<file path="config.mk">
export PLATFORM = sky130hd
export DESIGN_NAME = idx_bank_mapper
export DESIGN_NICKNAME = d
export VERILOG_FILES = /design/src/rtl/mapper_pkg.sv /design/src/rtl/mapper_regs.sv /design/src/rtl/mapper_chr_map.sv /design/src/rtl/idx_bank_mapper.sv
export SDC_FILE = /design/constraint.sdc
export NUM_CORES = 1
export LEC_CHECK = 0
export CELL_PAD_IN_SITES_DETAIL_PLACEMENT = 1
export CELL_PAD_IN_SITES_GLOBAL_PLACEMENT = 2
export CORE_ASPECT_RATIO = 1.4
export CORE_MARGIN = 2
export CORE_UTILIZATION = 33
export DETAILED_ROUTE_END_ITERATION = 16
export DONT_BUFFER_PORTS = 1
export GPL_ROUTABILITY_DRIVEN = 0
export PLACE_DENSITY = 0.75
export SETUP_SLACK_MARGIN = 0.1
export SYNTH_ARGS = -nofsm -noshare
export SYNTH_HDL_FRONTEND = slang
export SYNTH_HIERARCHICAL = 1
export SYNTH_SLANG_ARGS = --single-unit
</file>
<file path="constraint.sdc">
create_clock -name clk -period 2.6 [get_ports clk]
set_input_delay 0.26 -clock clk [delete_from_list [all_inputs] [get_ports clk]]
set_output_delay 0.26 -clock clk [all_outputs]
set_load 0.1 [all_outputs]
</file>
<file path="src/rtl/mapper_pkg.sv">
package mapper_pkg;
    localparam int DATA_W  = 8;
    localparam int SEL_W   = 3;
    localparam int NUM_SEL = 4;
    localparam int NUM_WIN = 2 * NUM_SEL;
    localparam int OFS_W   = 2;
    localparam int RAW_W   = SEL_W + SEL_W + OFS_W;

    typedef struct packed {
        logic [DATA_W-1:0]               reg_num;
        logic [NUM_SEL-1:0][SEL_W-1:0]   sel;
        logic [SEL_W-1:0]                high;
        logic [SEL_W-1:0]                prg;
        logic                            mirror_h;
    } map_state_t;
endpackage

</file>
<file path="src/rtl/mapper_regs.sv">
module mapper_regs
    import mapper_pkg::*;
#(
    parameter int ADDR_W = 16,
    parameter logic [ADDR_W-1:0] SEL_PORT = 16'h4100,
    parameter logic [ADDR_W-1:0] VAL_PORT = 16'h4101
) (
    input  logic              clk,
    input  logic              rst_n,
    input  logic              wr,
    input  logic [ADDR_W-1:0] addr,
    input  logic [DATA_W-1:0] data,
    output map_state_t        state_q
);
    map_state_t state_d;
    logic hit_sel, hit_val;

    always_comb begin
        hit_sel = wr && (addr == SEL_PORT);
        hit_val = wr && (addr == VAL_PORT);
        state_d = state_q;
        if (hit_sel) begin
            state_d.reg_num = data;
        end else if (hit_val) begin
            case (state_q.reg_num)
                8'd0, 8'd1, 8'd2, 8'd3:
                    state_d.sel[state_q.reg_num[1:0]] = data[SEL_W-1:0];
                8'd4: state_d.high     = data[SEL_W-1:0];
                8'd5: state_d.prg      = data[SEL_W-1:0];
                8'd7: state_d.mirror_h = data[1];
                default: ;
            endcase
        end
    end

    always_ff @(posedge clk) begin
        if (!rst_n) state_q <= '0;
        else        state_q <= state_d;
    end

    assert_num_capture_R1: assert property (@(posedge clk) disable iff (!rst_n)
        (wr && addr == SEL_PORT) |=> state_q.reg_num == $past(data));

    assert_ignored_num_R6: assert property (@(posedge clk) disable iff (!rst_n)
        (wr && addr == VAL_PORT && (state_q.reg_num == 8'd6 || state_q.reg_num > 8'd7))
        |=> $stable(state_q));

    assert_no_decode_R9: assert property (@(posedge clk) disable iff (!rst_n)
        !(wr && (addr == SEL_PORT || addr == VAL_PORT)) |=> $stable(state_q));

    assert_prg_load_R4: assert property (@(posedge clk) disable iff (!rst_n)
        (wr && addr == VAL_PORT && state_q.reg_num == 8'd5)
        |=> state_q.prg == $past(data[SEL_W-1:0]));

    assert_high_load_R3: assert property (@(posedge clk) disable iff (!rst_n)
        (wr && addr == VAL_PORT && state_q.reg_num == 8'd4)
        |=> state_q.high == $past(data[SEL_W-1:0]));

    assert_mirror_load_R5: assert property (@(posedge clk) disable iff (!rst_n)
        (wr && addr == VAL_PORT && state_q.reg_num == 8'd7)
        |=> state_q.mirror_h == $past(data[1]));

    assert_reset_clear_R8: assert property (@(posedge clk)
        !rst_n |=> state_q == '0);
endmodule

</file>
<file path="src/rtl/mapper_chr_map.sv">
module mapper_chr_map
    import mapper_pkg::*;
#(
    parameter int BANK_W     = 8,
    parameter bit NO_CHR_ROM = 1'b0
) (
    input  logic [NUM_SEL-1:0][SEL_W-1:0] sel,
    input  logic [SEL_W-1:0]              high,
    output logic [NUM_WIN-1:0][BANK_W-1:0] bank
);
    for (genvar w = 0; w < NUM_WIN; w++) begin : g_win
        localparam logic [OFS_W-1:0] OFS = OFS_W'(w % 4);
        if (NO_CHR_ROM) begin : g_off
            assign bank[w] = '0;
        end else begin : g_on
            logic [RAW_W-1:0] raw;
            assign raw     = {high, sel[w/2], OFS};
            assign bank[w] = BANK_W'(raw);
        end
    end

    if (!NO_CHR_ROM) begin : g_chk
        always_comb begin
            assert_shared_sel_R7: assert (bank[0][BANK_W-1:OFS_W] == bank[1][BANK_W-1:OFS_W]
                                       && bank[6][BANK_W-1:OFS_W] == bank[7][BANK_W-1:OFS_W]);
        end
    end
endmodule

</file>
<file path="src/rtl/idx_bank_mapper.sv">
module idx_bank_mapper
    import mapper_pkg::*;
#(
    parameter int BANK_W     = 8,
    parameter int PRG_W      = 8,
    parameter bit NO_CHR_ROM = 1'b0
) (
    input  logic                      clk,
    input  logic                      rst_n,
    input  logic                      cpu_wr,
    input  logic [15:0]               cpu_addr,
    input  logic [7:0]                cpu_data,
    output logic [PRG_W-1:0]          prg_bank,
    output logic [NUM_WIN*BANK_W-1:0] chr_bank,
    output logic                      mirror_horiz
);
    map_state_t                    st_q;
    logic [NUM_WIN-1:0][BANK_W-1:0] win_bank;

    mapper_regs #(.ADDR_W(16)) u_regs (
        .clk    (clk),
        .rst_n  (rst_n),
        .wr     (cpu_wr),
        .addr   (cpu_addr),
        .data   (cpu_data),
        .state_q(st_q)
    );

    mapper_chr_map #(.BANK_W(BANK_W), .NO_CHR_ROM(NO_CHR_ROM)) u_chr (
        .sel (st_q.sel),
        .high(st_q.high),
        .bank(win_bank)
    );

    assign prg_bank     = PRG_W'(st_q.prg);
    assign chr_bank     = win_bank;
    assign mirror_horiz = st_q.mirror_h;

    if (NO_CHR_ROM) begin : g_nochk
        always_comb begin
            assert_no_rom_zero_R10: assert (chr_bank == '0);
        end
    end
endmodule

</file>
==> metrics.md <==
| Metric | Value |
|---|---|
| First-pass GRT wire length | `around 4800 um` |
| Core Util, Final | `0.320` |
| Clock Sink Count | `27` |
| Slowest stage cell, crit path | `nor4_1` |
| Hold Path Stages | `2` |
| Max reg flops | `27` |
| N_diodes | `0` |
| Worst Setup SP | `u_regs/state_q[20]` |
| Fill cells | `567` |
| # H-tree levels | `1` |
| Share of layout cells above drive strength 1 | `0.256` |
| Max Slew Vio Count | `0` |
| Area of the multi-input gates | `656 um^2` |
| Crit path largest cell delay | `around 0.48 ns` |
| Rel. slew slack | `0.337` |
| Area contributors post-synth | `dfxtp_1 (32%), buf_4 (31%), mux2i_1 (16%)` |
| Most frequent cell after synthesis | `buf_4` |
| WP data required | `2.75 ns` |
| Insertion delay to the later sink of the worst-skew pair | `0.27 ns` |
| Gr ovfl total | `0` |
| Largest registers | `u_regs/state_q x27` |
| CORE AREA | `4840 um^2` |
| Setup Buffers After CTS | `0` |
| Crit-path max FO | `3` |
| Final setup vio count | `0` |
| Register-to-Register Setup Slack | `0.69 ns` |
| CTS max path bufs | `2` |
| EDFF count, synth | `0` |
| Total negative slack | `0 ns` |
| Die width | `64.0 um` |
| Asr flop ratio synth | `0` |
| Number of global-route vias before repair | `1005` |
| Peak VDD IR | `0.201 mV` |
| Initial DRC Count | `18` |
| Leakage Power | `between 0.0006 and 0.0007 uW` |
| Biggest register | `u_regs/state_q` |
| Die area | `5640 um^2` |
| Max cap viols | `0` |
| Yosys Warn Count | `6` |
| Via count | `roughly 970` |
| Clk_skew | `0.00305 ns` |
| Largest net degree at the start of global routing | `36` |
| Yosys reg bits | `27` |
| Worst path cell trace | `or4b_1, nor4_1, nand3_1, mux2i_1` |
| Storage cell area | `567 um^2` |
| Initial Utilization | `0.344` |
| Mapped Avg Cell Area | `8.81 um^2` |
| Reg2reg start | `u_regs/state_q[20]` |
| Vias per std cell | `4.39` |
| Period utilisation layout | `0.733` |
| Synth cell types | `19` |
| Worst Setup End Kind | `flop` |
| Crit start category | `flop` |
| Worst-Margin Slew | `0.994 ns` |
| RR Endpoint | `u_regs/state_q[16]` |
| IO buf count | `0` |
| I/O pin cnt | `100` |
| Layout Nets | `184` |
| Largest area contributor in the netlist | `dfxtp_1` |
| Num CTS Buffers | `3` |
| Top_reg_cell synth | `dfxtp_1` |
| HP Class | `input pin to flop` |
| Dpl hpwl | `roughly 2500 um` |
| Detail Route Antenna Nets | `0` |
| Initial antenna violation count | `0` |
| Die Ht | `88.1 um` |
| Unrepaired setup endpoints after global routing | `false` |
| Drt pass-1 iters | `2` |
| Crit path time final | `approximately 1.9 ns` |
| DRC viols | `0` |
| Top cell type's share of synthesized area | `0.325` |
| Final hold violation count | `0` |
| Cells after Synth | `between 150 and 200` |
| Clock Root Buffer | `clkbuf_8` |
| Hold_buf cts | `0` |
| Worst EP arrival | `slightly above 2 ns` |
| Syn-to-layout area delta | `-6.91%` |
| R2R cell count | `4` |
| Sequential share of the synthesized area | `0.325` |
| FP Rows | `30` |
| CTS resizes | `0` |
| CTS clk-pin slew, worst paths | `0.08 ns` |
| CP Class | `flop to flop` |
| Status | `completed` |
| CP Capture Point | `u_regs/state_q[16]` |
| Wire length per cell | `14.1 um` |
| WL final | `3100 um` |
| Top cells by count, synth | `buf_4 (69), nand2_1 (35), dfxtp_1 (27), mux2i_1 (27), nand3_1 (6)` |
| Mapped Area | `1670 um^2` |
| Total GRT Usage | `0.111` |
| FMAX | `525 MHz` |
| Power Dens Cells | `506 nW/um^2` |
| CTS tree | `yes` |
## how the worst min path moves through the flow
stage / from / to / slack (ns)
after floorplan: cpu_data[3] / u_regs/state_q[22] / 0.40
after global placement: rst_n / u_regs/state_q[4] / 0.41
after detailed placement: rst_n / u_regs/state_q[10] / 0.42
after CTS: rst_n / u_regs/state_q[10] / 0.12
after global routing: rst_n / u_regs/state_q[26] / 0.13
final: cpu_data[7] / u_regs/state_q[26] / 0.13
## metal layers
metal | up-vias | GRT usage | routed length, um | share of wire
li1 | 467 | - | - | -
met1 | 460 | 0.104 | 1050 | 0.34
met2 | 32 | 0.210 | 1720 | 0.56
met3 | 6 | 0.0386 | 261 | 0.084
met4 | 0 | 0.0553 | 68 | 0.022
met5 | - | 0 | 0 | 0
## critical path, delay by kind of cell, from the launching register on
| kind | cells | cell delay (ns) |
|---|---|---|
| multiplexers | 1 | 0.19 |
| flip-flops | 1 | 0.35 |
| AND/OR/NAND/NOR | 3 | 1.24 |
## layout by cell type, fill, tap and decap left out, types with 2 or more instances in the layout
cell,count
buf_16,3
buf_4,16
clkbuf_8,3
conb_1,21
dfxtp_1,12
dfxtp_2,12
dfxtp_4,3
mux2i_1,27
nand2_1,35
nand3_1,6
nand3b_1,2
nor4_1,2
or4_1,3
or4b_1,2
## through the flow
step                      power (uW)  hold slack (ns)  std cells  cell area, um^2  worst slack (ns)
after detailed placement         566            0.418        216             1510             0.502
final                            785            0.129        220             1550             0.694
after global placement           565            0.409        216             1510             0.594
after CTS                        799            0.123        220             1550             0.691
after global routing             813            0.126        220             1550             0.457
after floorplan                  596            0.402        207             1730             0.673
## layout make-up
class,instances,area share
Clock buffer,4,0.0291
Sequential cell,27,0.366
Tap cell,64,0.0517
Timing Repair Buffer,19,0.131
Multi-Input combinational cell,106,0.423
## report_power, final
| part | total [uW] | internal, uW | switching [uW] |
|---|---|---|---|
| clock | 229 | 110 | 119 |
| sequential | 410 | 410 | 0.000674 |
| combinational | 146 | 5.16 | 141 |
## kinds of logic (layout without fill, tap and decap cells)
family	after synthesis	after routing	synth area share
buffers and inverters	74	23	0.322
flip-flops	27	27	0.325
AND/OR/NAND/NOR	58	58	0.184
multiplexers	27	27	0.162
other	3	21	0.00676
(Power assumes the default switching activity.)
